## src/rtl/burst_seq_pkg.sv

```systemverilog
package burst_seq_pkg;
  // command strobes from control to datapath
  typedef struct packed {
    logic load;      // capture base, restart beat count
    logic loadProc;  // the load came from the processor strobe
    logic step;      // move to the next beat
  } seqCmd_t;
endpackage

```

## src/rtl/burst_seq_ctrl.sv

```systemverilog
module burst_seq_ctrl
  import burst_seq_pkg::*;
(
  input  logic    clk,
  input  logic    rstN,
  input  logic    procStrobeN,
  input  logic    ctrlStrobeN,
  input  logic    advanceN,
  input  logic    chipSelN,
  input  logic    lastBeat,
  output seqCmd_t cmd,
  output logic    burstActive,
  output logic    procStart
);
  logic procLoad;
  logic ctrlLoad;
  logic activeQ;
  logic procQ;

  always_comb begin
    // processor strobe needs the chip select; it has priority
    procLoad     = !procStrobeN && !chipSelN;
    ctrlLoad     = !ctrlStrobeN;
    cmd.load     = procLoad || ctrlLoad;
    cmd.loadProc = procLoad;
    cmd.step     = !cmd.load && !advanceN && activeQ;
  end

  always_ff @(posedge clk) begin
    if (!rstN) begin
      activeQ <= 1'b0;
      procQ   <= 1'b0;
    end else if (cmd.load) begin
      activeQ <= 1'b1;
      procQ   <= cmd.loadProc;
    end else if (cmd.step && lastBeat) begin
      activeQ <= 1'b0;
    end
  end

  assign burstActive = activeQ;
  assign procStart   = procQ;
endmodule

```

## src/rtl/burst_seq_dp.sv

```systemverilog
module burst_seq_dp
  import burst_seq_pkg::*;
#(
  parameter int ADDR_W    = 18,
  parameter int BEAT_BITS = 2
) (
  input  logic              clk,
  input  logic              rstN,
  input  seqCmd_t           cmd,
  input  logic [ADDR_W-1:0] addrIn,
  input  logic              orderSel,
  output logic [ADDR_W-1:0] addrOut,
  output logic              lastBeat
);
  localparam int UPPER_W = ADDR_W - BEAT_BITS;

  logic [UPPER_W-1:0]   upperQ;
  logic [BEAT_BITS-1:0] baseLowQ;
  logic [BEAT_BITS-1:0] beatQ;
  logic                 modeQ;
  logic [BEAT_BITS-1:0] lowBits;

  always_ff @(posedge clk) begin
    if (!rstN) begin
      upperQ   <= '0;
      baseLowQ <= '0;
      beatQ    <= '0;
      modeQ    <= 1'b0;
    end else begin
      modeQ <= orderSel;
      if (cmd.load) begin
        upperQ   <= addrIn[ADDR_W-1:BEAT_BITS];
        baseLowQ <= addrIn[BEAT_BITS-1:0];
        beatQ    <= '0;
      end else if (cmd.step) begin
        beatQ <= beatQ + 1'b1;
      end
    end
  end

  always_comb begin
    if (modeQ) lowBits = baseLowQ ^ beatQ;
    else       lowBits = baseLowQ + beatQ;
  end

  assign lastBeat = &beatQ;
  assign addrOut  = {upperQ, lowBits};
endmodule

```

## src/rtl/burst_addr_seq.sv

```systemverilog
module burst_addr_seq
  import burst_seq_pkg::*;
#(
  parameter int ADDR_W    = 18,
  parameter int BEAT_BITS = 2
) (
  input  logic              clk,
  input  logic              rstN,
  input  logic [ADDR_W-1:0] addrIn,
  input  logic              procStrobeN,
  input  logic              ctrlStrobeN,
  input  logic              advanceN,
  input  logic              chipSelN,
  input  logic              orderSel,
  output logic [ADDR_W-1:0] addrOut,
  output logic              burstActive,
  output logic              procStart
);
  seqCmd_t cmd;
  logic    lastBeat;

  burst_seq_ctrl u_ctrl (
    .clk(clk), .rstN(rstN), .procStrobeN(procStrobeN), .ctrlStrobeN(ctrlStrobeN),
    .advanceN(advanceN), .chipSelN(chipSelN), .lastBeat(lastBeat), .cmd(cmd),
    .burstActive(burstActive), .procStart(procStart)
  );

  burst_seq_dp #(.ADDR_W(ADDR_W), .BEAT_BITS(BEAT_BITS)) u_dp (
    .clk(clk), .rstN(rstN), .cmd(cmd), .addrIn(addrIn), .orderSel(orderSel),
    .addrOut(addrOut), .lastBeat(lastBeat)
  );
endmodule

```

## config.mk

```make
export PLATFORM = sky130hd
export DESIGN_NAME = burst_addr_seq
export DESIGN_NICKNAME = d
export VERILOG_FILES = /design/src/rtl/burst_seq_pkg.sv /design/src/rtl/burst_seq_ctrl.sv /design/src/rtl/burst_seq_dp.sv /design/src/rtl/burst_addr_seq.sv
export SDC_FILE = /design/constraint.sdc
export NUM_CORES = 1
export LEC_CHECK = 0
export CORE_UTILIZATION = 44
export CTS_BUF_LIST = sky130_fd_sc_hd__clkbuf_4
export DETAILED_ROUTE_END_ITERATION = 10
export PLACE_DENSITY = 0.89
export SLEW_MARGIN = 20
export SYNTH_ARGS = -nofsm -noshare
export SYNTH_HDL_FRONTEND = slang
export SYNTH_SLANG_ARGS = --single-unit
```

## constraint.sdc

```tcl
create_clock -name clk -period 2.16 [get_ports clk]
set_input_delay 0.324 -clock clk [delete_from_list [all_inputs] [get_ports clk]]
set_output_delay 0.324 -clock clk [all_outputs]
set_load 0.02 [all_outputs]
```

**Yosys cells after proc, flatten, opt, wreduce, memory -nomap -nowiden**

Cells that the tools add are included.

- Output and inout port bits: 20
- Input port bits: 25
- Word-level logic and storage cells: 26
- Register bits: 23

- Muxes and demuxes: 3
- Reductions and logical operators: 13
- $add $sub $neg: 2
- Bitwise logic cells: 2

Operators by type and width:

| operator | count |
|---|---|
| 1-bit zero test | 5 |
| 1-bit logical AND | 4 |
| 2-bit by 1-bit adder with 2-bit output, second input constant | 1 |
| 2-bit adder | 1 |
| 1-bit two-way mux | 2 |
| 2-bit two-way mux | 1 |
| 2-bit AND reduction | 1 |
| 2-bit nonzero test | 1 |
| 2-bit OR reduction | 1 |
| 2-bit XOR | 1 |
| 1-bit logical OR | 1 |
| 1-bit NOT | 1 |

**Longest topological paths before layout**

Gate-level depths: netlist of run 1.

- Depth in word-level cells: 9
- Mapped depth: 4
- Gate-level depth less buffers: 4

**Cells and area by module**

From an unflattened synthesis of run 1, not the netlist that was laid out.

- Cells, all modules: 83
- Area total of the unflattened synthesis: 949.7 um^2

By module, submodules not included:

| module | sequential area each (um^2) | times used | area an instance (um^2) | cells an instance |
|---|---|---|---|---|
| burst_seq_dp | 420.4 | 1 | 847.1 | 72 |
| burst_seq_ctrl | 40.0 | 1 | 102.6 | 11 |

**Worst setup path before layout of run 1**

OpenSTA, ideal clock, no wires.

- Path type: register -> output
- From: register u_dp.beatQ[0]
- To: output port addrOut[1]
- Slack: 0.836 ns
- Required time: 1.836 ns
- Path buffers: 0
- Arrival: 1.000 ns
- Cell stages (with the launch flop): 4
- Cells stage by stage: dfxtp_1 -> ha_1 -> nor2b_1 -> xnor2_1

- Cells in the longest elaborated chain, start to end: 2

Ends and longest elaborated chain:

| item | RTL line | source |
|---|---|---|
| start, declared | burst_seq_dp.sv:19 | `logic [BEAT_BITS-1:0] beatQ;` |
| start signal, assigned | burst_seq_dp.sv:36 | `beatQ <= beatQ + 1'b1;` |
| 2-bit adder | burst_seq_dp.sv:43 | `else lowBits = baseLowQ + beatQ;` |
| 2-bit two-way mux | burst_seq_dp.sv:42 | `if (modeQ) lowBits = baseLowQ ^ beatQ;` |
| end, declared | burst_addr_seq.sv:15 | `output logic [ADDR_W-1:0] addrOut,` |

No other way between the ends.

**Worst setup path after layout of run 1**

- From: register u_dp.beatQ[0]
- To: output port addrOut[0]

- Cells in the longest elaborated chain, start to end: 2
- Elaborated cells on any way between the ends: 3
- Classes of those cells: add/sub (1); mux (1); bitwise (1)

Ends and longest elaborated chain:

| item | RTL line |
|---|---|
| 2-bit adder / 2-bit XOR (equally long branches) | burst_seq_dp.sv:43, burst_seq_dp.sv:42 |
| 2-bit two-way mux (*) | burst_seq_dp.sv:42 |

Mark *: on every way between the ends. The rest lies on a longest branch, timed or not.

==> run_summary.xml, run 1 <==
<?xml version="1.0" encoding="UTF-8"?>
<metrics>
  <group name="run_status">
    <metric name="status" unit="">finished, final reports clean</metric>
  </group>
  <group name="timing">
    <metric name="finalClockSkew" unit="ps">0.488</metric>
    <metric name="setup_tns" unit="ps">0</metric>
    <metric name="finalHoldViolations" unit="">0</metric>
    <metric name="slew_headroom" unit="%">60.9</metric>
    <metric name="tightestPinTransition" unit="ps">584</metric>
    <metric name="finalWorstPathRequiredPeriod" unit="ps">1860</metric>
    <metric name="grt_setup_unrepaired" unit="">false</metric>
    <metric name="fmaxAchievable" unit="MHz">538</metric>
    <metric name="maxSlewViolCount" unit="">0</metric>
    <metric name="final_critical_path_setup_slack" unit="ps">301</metric>
    <metric name="final.period_utilization" unit="%">86.1</metric>
    <metric name="report.final.setup_viol" unit="">0</metric>
  </group>
  <group name="clock_network">
    <metric name="worst_setup_hold_path_clk_slew" unit="ps">120</metric>
    <metric name="htree_levels" unit="">1</metric>
    <metric name="cts_root_buf" unit="">sky130_fd_sc_hd__clkbuf_4</metric>
    <metric name="cts_num_sinks" unit="">23</metric>
    <metric name="post_cts.resized_instances" unit="">0</metric>
    <metric name="cts_buffer_depth" unit="">2</metric>
    <metric name="postCtsSetupRepairBufs" unit="">0</metric>
    <metric name="worst_skew_pair.late_latency" unit="ps">290</metric>
    <metric name="cts.hold.buffers_added" unit="">0</metric>
    <metric name="cts_buffers" unit="">3</metric>
    <metric name="clock_tree_from_tritoncts" unit="">built</metric>
  </group>
  <group name="global_route">
    <metric name="grt_start_max_net_pins" unit="">27</metric>
    <metric name="grt_pass1_vias" unit="">803</metric>
    <metric name="grt_antenna_before_repair" unit="">0</metric>
    <metric name="global_route_wire_length_before_repair" unit="µm">3160</metric>
    <metric name="grtUsageTotal" unit="%">20.4</metric>
    <metric name="grt_overflow" unit="">0</metric>
  </group>
  <group name="place">
    <metric name="place.detailed.hpwl" unit="µm">1510</metric>
    <metric name="place_worst_setup_slack" unit="ps">439</metric>
    <metric name="gp_congestion" unit="">0.743</metric>
    <metric name="buffer_ports.inserted" unit="">44</metric>
  </group>
  <group name="hold_path">
    <metric name="worstHoldPathType" unit="">reg2reg</metric>
  </group>
  <group name="final_layout">
    <metric name="antenna_cells" unit="">0</metric>
    <metric name="finalNetCount" unit="">175</metric>
    <metric name="count_of_filler_cells_inserted_in_the_layout" unit="">144</metric>
    <metric name="area_growth_syn_to_layout" unit="%">54.8</metric>
    <metric name="multi_input_comb_area" unit="µm²">392</metric>
    <metric name="layout.area.seq" unit="µm²">460</metric>
    <metric name="post_route_cells_drive_above_1_share" unit="%">5.44</metric>
  </group>
  <group name="critical_path">
    <metric name="reg2reg_setup_slack" unit="ps">1180</metric>
    <metric name="critical_path_arrival" unit="ps">1540</metric>
    <metric name="cell_count_along_the_critical_path" unit="">2</metric>
    <metric name="cp_data_required_time" unit="ps">1840</metric>
    <metric name="cp_slowest_cell" unit="">sky130_fd_sc_hd__clkdlybuf4s50_1</metric>
    <metric name="critPathLaunchType" unit="">flip-flop</metric>
    <metric name="worst_r2r_path_depth" unit="">3</metric>
    <metric name="slowest_delay" unit="ps">600</metric>
    <metric name="crit_path_cell_trace" unit="">ha_1 -&gt; clkdlybuf4s50_1</metric>
    <metric name="critical_path_peak_fanout" unit="">3</metric>
    <metric name="worst_setup_path_end_kind" unit="">primary output</metric>
    <metric name="crit_path_leading_delay_family" unit="">buffers and inverters</metric>
    <metric name="endpoint" unit="">addrOut[0]</metric>
    <metric name="worstReg2RegEnd" unit="">u_dp.beatQ[1]$_SDFFE_PP0P_</metric>
    <metric name="sum_of_buffers_and_inverters_on_the_critical_path" unit="">1</metric>
    <metric name="rr_startpoint" unit="">u_ctrl.burstActive$_SDFFE_PN0P_</metric>
    <metric name="setup.worst_path.class" unit="">reg2out</metric>
    <metric name="startpoint" unit="">u_dp.beatQ[0]$_SDFFE_PP0P_</metric>
  </group>
  <group name="routing">
    <metric name="detailedRoute.firstIterationViolations" unit="">9</metric>
    <metric name="post_drt_via_cell_ratio" unit="">4.88</metric>
    <metric name="drt-pass1-iter-count" unit="">4</metric>
    <metric name="antenna_left" unit="">0</metric>
    <metric name="drt_drc_violations_left" unit="">0</metric>
    <metric name="num_vias" unit="">840</metric>
    <metric name="wire_per_inst" unit="µm">11.6</metric>
    <metric name="drt_wl_total" unit="µm">1990</metric>
  </group>
  <group name="floorplanning">
    <metric name="floorplan.initialDensity" unit="%">49.3</metric>
    <metric name="fp.dieH" unit="µm">47.2</metric>
    <metric name="core_box_area" unit="mm²">0.00182</metric>
    <metric name="num_rows" unit="">15</metric>
    <metric name="ios" unit="">45</metric>
    <metric name="chipWidth" unit="µm">47.2</metric>
    <metric name="die_area" unit="mm²">0.00222</metric>
  </group>
  <group name="yosys">
    <metric name="postSynthRegisterBits" unit="">23</metric>
    <metric name="yosys_warnings" unit="">0</metric>
    <metric name="post_synth.cell_area_avg" unit="µm²">8.71</metric>
    <metric name="synthDistinctLibCells" unit="">19</metric>
    <metric name="ys_seq_area_share" unit="%">51.3</metric>
    <metric name="mappedNetlistArea" unit="µm²">897</metric>
    <metric name="synthesized_net_count" unit="">130</metric>
    <metric name="netlist_instances" unit="">103</metric>
  </group>
  <group name="run">
    <metric name="max_cap_viol_count" unit="">0</metric>
  </group>
  <group name="power_and_ir_drop">
    <metric name="power.density_cell_area" unit="mW/mm²">609</metric>
    <metric name="leakage" unit="nW">0.528</metric>
    <metric name="max-vdd-ir-drop" unit="mV">0.427</metric>
  </group>
</metrics>
## metal layers
metal	vias to the layer above	routed length (µm)	global-route usage, %
li1	435	-	-
met1	371	880	22.3
met2	30	974	38.1
met3	4	103	5.38
met4	0	31	6.86
met5	-	0	0
## metrics by stage
step	instances	hold slack (ps)	cell area, µm²	utilization (%)	total power [mW]
finish	172	462	1390	76.3	0.846
global route	172	486	1390	76.3	0.894
CTS	172	463	1390	76.2	0.856
detailed placement	168	444	1360	74.6	0.667
global placement	168	437	1360	74.6	0.661
floorplan	103	440	897	-	0.559
## worst reg2reg max path, delay by kind of cell, from the launching register on
kind | cells | cell delay, ps
DFF | 1 | 360
muxes | 1 | 220
and+or+nand+nor | 2 | 300
## cells in the mapped netlist
master / number / area, µm²
sky130_fd_sc_hd__dfxtp_1: 23 / 460
sky130_fd_sc_hd__nand2_1: 19 / 71.3
sky130_fd_sc_hd__nand3_1: 18 / 90.1
sky130_fd_sc_hd__o21ai_0: 17 / 85.1
sky130_fd_sc_hd__nor2b_1: 3 / 18.8
sky130_fd_sc_hd__xnor2_1: 3 / 26.3
sky130_fd_sc_hd__and2_1: 2 / 12.5
sky130_fd_sc_hd__buf_2: 2 / 10.0
sky130_fd_sc_hd__buf_6: 2 / 22.5
sky130_fd_sc_hd__clkbuf_1: 2 / 7.51
sky130_fd_sc_hd__ha_1: 2 / 25.0
sky130_fd_sc_hd__nor2_1: 2 / 7.51
sky130_fd_sc_hd__o21ai_1: 2 / 10.0
sky130_fd_sc_hd__a21oi_1: 1 / 5.00
sky130_fd_sc_hd__clkbuf_2: 1 / 5.00
sky130_fd_sc_hd__mux2i_1: 1 / 10.0
sky130_fd_sc_hd__nand2b_1: 1 / 6.26
sky130_fd_sc_hd__o211ai_1: 1 / 7.51
sky130_fd_sc_hd__o21ai_4: 1 / 16.3
## final cells by class
cell class,count,area share [%]
clock inverters,1,0.360
well taps,25,2.25
repair buffers,47,34.4
multi-input cells,73,28.2
flip-flops and latches,23,33.2
clock buffers,3,1.62
## power by group
| group | internal, mW | leakage [nW] | switching, mW |
|---|---|---|---|
| Clock | 0.0689 | 0.0177 | 0.121 |
| Sequential | 0.451 | 0.190 | 0.0135 |
| Combinational | 0.105 | 0.320 | 0.0875 |
| Total | 0.624 | 0.528 | 0.222 |
## cell usage in the layout (no fill, tap or decap), types with 2 or more instances in the layout
cell	Yosys	routed
sky130_fd_sc_hd__dfxtp_1	23	23
sky130_fd_sc_hd__o21ai_1	2	2
sky130_fd_sc_hd__xnor2_1	3	3
sky130_fd_sc_hd__clkdlybuf4s50_1	0	43
sky130_fd_sc_hd__nor2_1	2	2
sky130_fd_sc_hd__o21ai_0	17	17
sky130_fd_sc_hd__ha_1	2	2
sky130_fd_sc_hd__nand2_1	19	19
sky130_fd_sc_hd__and2_1	2	2
sky130_fd_sc_hd__nor2b_1	3	3
sky130_fd_sc_hd__clkbuf_4	0	3
sky130_fd_sc_hd__nand3_1	18	18
sky130_fd_sc_hd__buf_4	0	2
## logic make-up (layout without fill, tap and decap cells)
kind of cell / Yosys count / count (layout) / share of synthesized area [%]
xor+xnor: 3 / 3 / 2.93
simple gates: 45 / 45 / 23.0
compound gates: 22 / 22 / 13.8
mux: 1 / 1 / 1.12
fa+ha+maj: 2 / 2 / 2.79
buf+inv: 7 / 51 / 5.02
flops: 23 / 23 / 51.3
## state kept, by name, indices dropped and copies added (netlist names)
register and flops:
u_ctrl.procStart 1, u_dp.upperQ 16, u_ctrl.burstActive 1, u_dp.baseLowQ 2, u_dp.beatQ 2, u_dp.modeQ 1
## worst min-delay path by stage
stage          slack, ps                     startpoint                             to  cells after the start
3_5_place_dp         440    u_dp.upperQ[9]$_SDFFE_PN0P_    u_dp.upperQ[9]$_SDFFE_PN0P_                      2
6_report             460   u_dp.upperQ[14]$_SDFFE_PN0P_   u_dp.upperQ[14]$_SDFFE_PN0P_                      2
4_1_cts              460    u_dp.upperQ[9]$_SDFFE_PN0P_    u_dp.upperQ[9]$_SDFFE_PN0P_                      2
5_1_grt              490    u_dp.upperQ[9]$_SDFFE_PN0P_    u_dp.upperQ[9]$_SDFFE_PN0P_                      2
2_1_floorplan        440  u_dp.baseLowQ[0]$_SDFFE_PN0P_  u_dp.baseLowQ[0]$_SDFFE_PN0P_                      2
3_3_place_gp         440   u_dp.upperQ[14]$_SDFFE_PN0P_   u_dp.upperQ[14]$_SDFFE_PN0P_                      2
Note: power is estimated with default switching activity, not from simulation.
==> inputs of run 2 (changes only) <==
- CORE_UTILIZATION: 44 -> 40
- PLACE_DENSITY: 0.89 -> 0.82
- clock period: 2.16 -> 1.8 ns (I/O delays scaled with it)
==> run 2 against run 1 <==
  * Utilization is 8.8 points lower
  * Sequential power is 20% higher
  * Count of clock-buffer cells in the layout stayed put
  * Setup slack worse by 82 ps
  * Global-route usage is 2.2 points lower
  * Critical path depth is 2 higher
  * Die area is 9.5% higher
  * Worst hold slack worse by 0.61 ps
  * Total power is 20% higher
  * Clock skew is 4.5 ps higher
  * Combinational power is 18% higher
  * Largest cell class unchanged
==> run_summary.xml, run 2 (same netlist as run 1, synthesis figures left out) <==
<?xml version="1.0" encoding="UTF-8"?>
<metrics>
  <group name="critical_path">
    <metric name="critical_path_arrival" unit="ps">1310</metric>
    <metric name="slowest_delay" unit="ps">390</metric>
    <metric name="cp_slowest_cell" unit="">sky130_fd_sc_hd__dfxtp_1</metric>
    <metric name="startpoint" unit="">u_dp.beatQ[0]$_SDFFE_PP0P_</metric>
    <metric name="worst_setup_path_end_kind" unit="">primary output</metric>
    <metric name="endpoint" unit="">addrOut[1]</metric>
    <metric name="setup.worst_path.class" unit="">reg2out</metric>
    <metric name="crit_path_leading_delay_family" unit="">flip-flops</metric>
    <metric name="cell_count_along_the_critical_path" unit="">4</metric>
    <metric name="critical_path_peak_fanout" unit="">3</metric>
    <metric name="rr_startpoint" unit="">u_ctrl.burstActive$_SDFFE_PN0P_</metric>
    <metric name="cp_data_required_time" unit="ps">1530</metric>
    <metric name="crit_path_cell_trace" unit="">ha_1 -&gt; nor2b_1 -&gt; xnor2_1 -&gt; clkbuf_2</metric>
    <metric name="critPathLaunchType" unit="">flip-flop</metric>
    <metric name="reg2reg_setup_slack" unit="ps">770</metric>
    <metric name="sum_of_buffers_and_inverters_on_the_critical_path" unit="">1</metric>
    <metric name="worstReg2RegEnd" unit="">u_dp.beatQ[1]$_SDFFE_PP0P_</metric>
    <metric name="worst_r2r_path_depth" unit="">3</metric>
  </group>
  <group name="final_layout">
    <metric name="finalNetCount" unit="">176</metric>
    <metric name="finish.cell_count_without_fillers" unit="">175</metric>
    <metric name="largest_registers" unit="">u_dp.upperQ (16), u_dp.baseLowQ (2), u_dp.beatQ (2)</metric>
    <metric name="post_route_cells_drive_above_1_share" unit="%">6.76</metric>
    <metric name="post-route-cell-area" unit="mm²">0.00138</metric>
    <metric name="commonest_non_fill_non_tap_cell_in_the_layout" unit="">sky130_fd_sc_hd__clkdlybuf4s50_1</metric>
    <metric name="finish.utilization" unit="%">67.5</metric>
    <metric name="layout.area.seq" unit="µm²">460</metric>
    <metric name="largest-register" unit="">u_dp.upperQ</metric>
    <metric name="antenna_cells" unit="">0</metric>
    <metric name="multi_input_comb_area" unit="µm²">392</metric>
    <metric name="final_cell_mix" unit="">sky130_fd_sc_hd__clkdlybuf4s50_1 (42), sky130_fd_sc_hd__dfxtp_1 (23), sky130_fd_sc_hd__nand2_1 (19), sky130_fd_sc_hd__nand3_1 (18), sky130_fd_sc_hd__o21ai_0 (17)</metric>
    <metric name="count_of_filler_cells_inserted_in_the_layout" unit="">181</metric>
    <metric name="flip_flop_count_of_the_largest_register_all_copies_and_words_added" unit="">16</metric>
    <metric name="area_growth_syn_to_layout" unit="%">53.6</metric>
  </group>
  <group name="floorplanning">
    <metric name="floorplan.initialDensity" unit="%">43.9</metric>
    <metric name="core_box_area" unit="mm²">0.00204</metric>
    <metric name="chipWidth" unit="µm">49.4</metric>
    <metric name="die_area" unit="mm²">0.00244</metric>
    <metric name="fp.dieH" unit="µm">49.4</metric>
    <metric name="num_rows" unit="">16</metric>
    <metric name="ios" unit="">45</metric>
  </group>
  <group name="place">
    <metric name="place.detailed.hpwl" unit="µm">1480</metric>
    <metric name="buffer_ports.inserted" unit="">44</metric>
    <metric name="place.detailed.instances" unit="">171</metric>
    <metric name="postPlaceCellArea" unit="mm²">0.00136</metric>
    <metric name="place_worst_setup_slack" unit="ps">119</metric>
    <metric name="gp_congestion" unit="">0.682</metric>
  </group>
  <group name="global_route">
    <metric name="grt_antenna_before_repair" unit="">0</metric>
    <metric name="grt_pass1_vias" unit="">771</metric>
    <metric name="grt_start_max_net_pins" unit="">27</metric>
    <metric name="grt_overflow" unit="">0</metric>
    <metric name="global_route_wire_length_before_repair" unit="µm">3420</metric>
    <metric name="grtUsageTotal" unit="%">18.3</metric>
  </group>
  <group name="timing">
    <metric name="final.period_utilization" unit="%">87.8</metric>
    <metric name="setup_tns" unit="ps">0</metric>
    <metric name="finalClockSkew" unit="ps">5.02</metric>
    <metric name="grt_setup_unrepaired" unit="">false</metric>
    <metric name="fmaxAchievable" unit="MHz">633</metric>
    <metric name="report.final.setup_viol" unit="">0</metric>
    <metric name="maxSlewViolCount" unit="">0</metric>
    <metric name="tightestPinTransition" unit="ps">279</metric>
    <metric name="worst_hold_slack" unit="ps">461</metric>
    <metric name="finalWorstPathRequiredPeriod" unit="ps">1580</metric>
    <metric name="finalHoldViolations" unit="">0</metric>
    <metric name="slew_headroom" unit="%">81.4</metric>
    <metric name="final_critical_path_setup_slack" unit="ps">219</metric>
  </group>
  <group name="clock_network">
    <metric name="worst_setup_hold_path_clk_slew" unit="ps">120</metric>
    <metric name="cts_buffer_depth" unit="">2</metric>
    <metric name="cts_root_buf" unit="">sky130_fd_sc_hd__clkbuf_4</metric>
    <metric name="clock_tree_from_tritoncts" unit="">built</metric>
    <metric name="cts_buffers" unit="">3</metric>
    <metric name="cts_num_sinks" unit="">23</metric>
    <metric name="htree_levels" unit="">1</metric>
    <metric name="worst_skew_pair.late_latency" unit="ps">300</metric>
    <metric name="cts.hold.buffers_added" unit="">0</metric>
  </group>
  <group name="routing">
    <metric name="wire_per_inst" unit="µm">11.2</metric>
    <metric name="num_vias" unit="">833</metric>
    <metric name="antenna_left" unit="">0</metric>
    <metric name="drt-pass1-iter-count" unit="">4</metric>
    <metric name="post_drt_via_cell_ratio" unit="">4.76</metric>
    <metric name="drt_drc_violations_left" unit="">0</metric>
    <metric name="detailedRoute.firstIterationViolations" unit="">23</metric>
    <metric name="drt_wl_total" unit="µm">1950</metric>
  </group>
  <group name="power_and_ir_drop">
    <metric name="max-vdd-ir-drop" unit="mV">0.500</metric>
    <metric name="power" unit="mW">1.01</metric>
    <metric name="power.net_switching" unit="mW">0.267</metric>
    <metric name="clockPowerShare" unit="%">22.7</metric>
    <metric name="netSwitchingFraction" unit="%">26.4</metric>
    <metric name="power.density_cell_area" unit="mW/mm²">735</metric>
    <metric name="power.internal" unit="mW">0.745</metric>
    <metric name="power.share.combinational" unit="%">22.3</metric>
    <metric name="register_share_of_total_power" unit="%">55.0</metric>
    <metric name="leakage" unit="nW">0.517</metric>
  </group>
  <group name="run">
    <metric name="max_cap_viol_count" unit="">0</metric>
  </group>
  <group name="hold_path">
    <metric name="worstHoldPathType" unit="">reg2reg</metric>
    <metric name="timing.hold.worst.start" unit="">u_dp.upperQ[14]$_SDFFE_PN0P_</metric>
  </group>
  <group name="run_status">
    <metric name="status" unit="">finished, final reports clean</metric>
  </group>
</metrics>
## run 2: layout make-up
class / count / share of cell area (%)
Timing Repair Buffer: 48 / 33.7
Sequential cell: 23 / 33.4
Multi-Input combinational cell: 73 / 28.4
Tap cell: 27 / 2.45
Clock buffer: 3 / 1.63
Clock inverter: 1 / 0.363
## run 2: worst min path at each step
stage,end,slack (ps),depth (start not counted)
2_1_floorplan,u_dp.modeQ$_SDFF_PN0_,400,1
3_5_place_dp,u_dp.upperQ[14]$_SDFFE_PN0P_,440,2
6_report,u_dp.upperQ[14]$_SDFFE_PN0P_,460,2
3_3_place_gp,u_dp.upperQ[9]$_SDFFE_PN0P_,440,2
5_1_grt,u_dp.upperQ[8]$_SDFFE_PN0P_,480,2
4_1_cts,u_dp.upperQ[14]$_SDFFE_PN0P_,460,2
## run 2: worst reg2reg max path, delay by kind of cell, from the launching register on
family	cells	cell delay, ps
flops	1	370
simple gates	2	330
mux	1	240
## run 2: what timing repair did
action                                  in CTS  in global routing
endpoints found under the hold margin        0                  0
setup buffers                                0                  0
endpoints found under the setup margin       2                  1
cloned                                       0                  0
gates resized for setup                      2                  3
## run 2: metal layers
layer | vias up | global-route usage [%] | part of all wire [%]
met5 | - | 0 | 0
met4 | 0 | 8.82 | 1.9
met3 | 4 | 4.36 | 7.0
met2 | 27 | 30.6 | 48
met1 | 365 | 21.6 | 43
li1 | 437 | - | -
## run 2: power groups by stage
stage	Combinational, mW	Clock (mW)	Sequential [mW]
after floorplan	0.0711	0	0.600
after global placement	0.225	0	0.567
after global routing	0.244	0.263	0.562
final	0.226	0.230	0.557
after detailed placement	0.230	0	0.568
after CTS	0.228	0.238	0.557
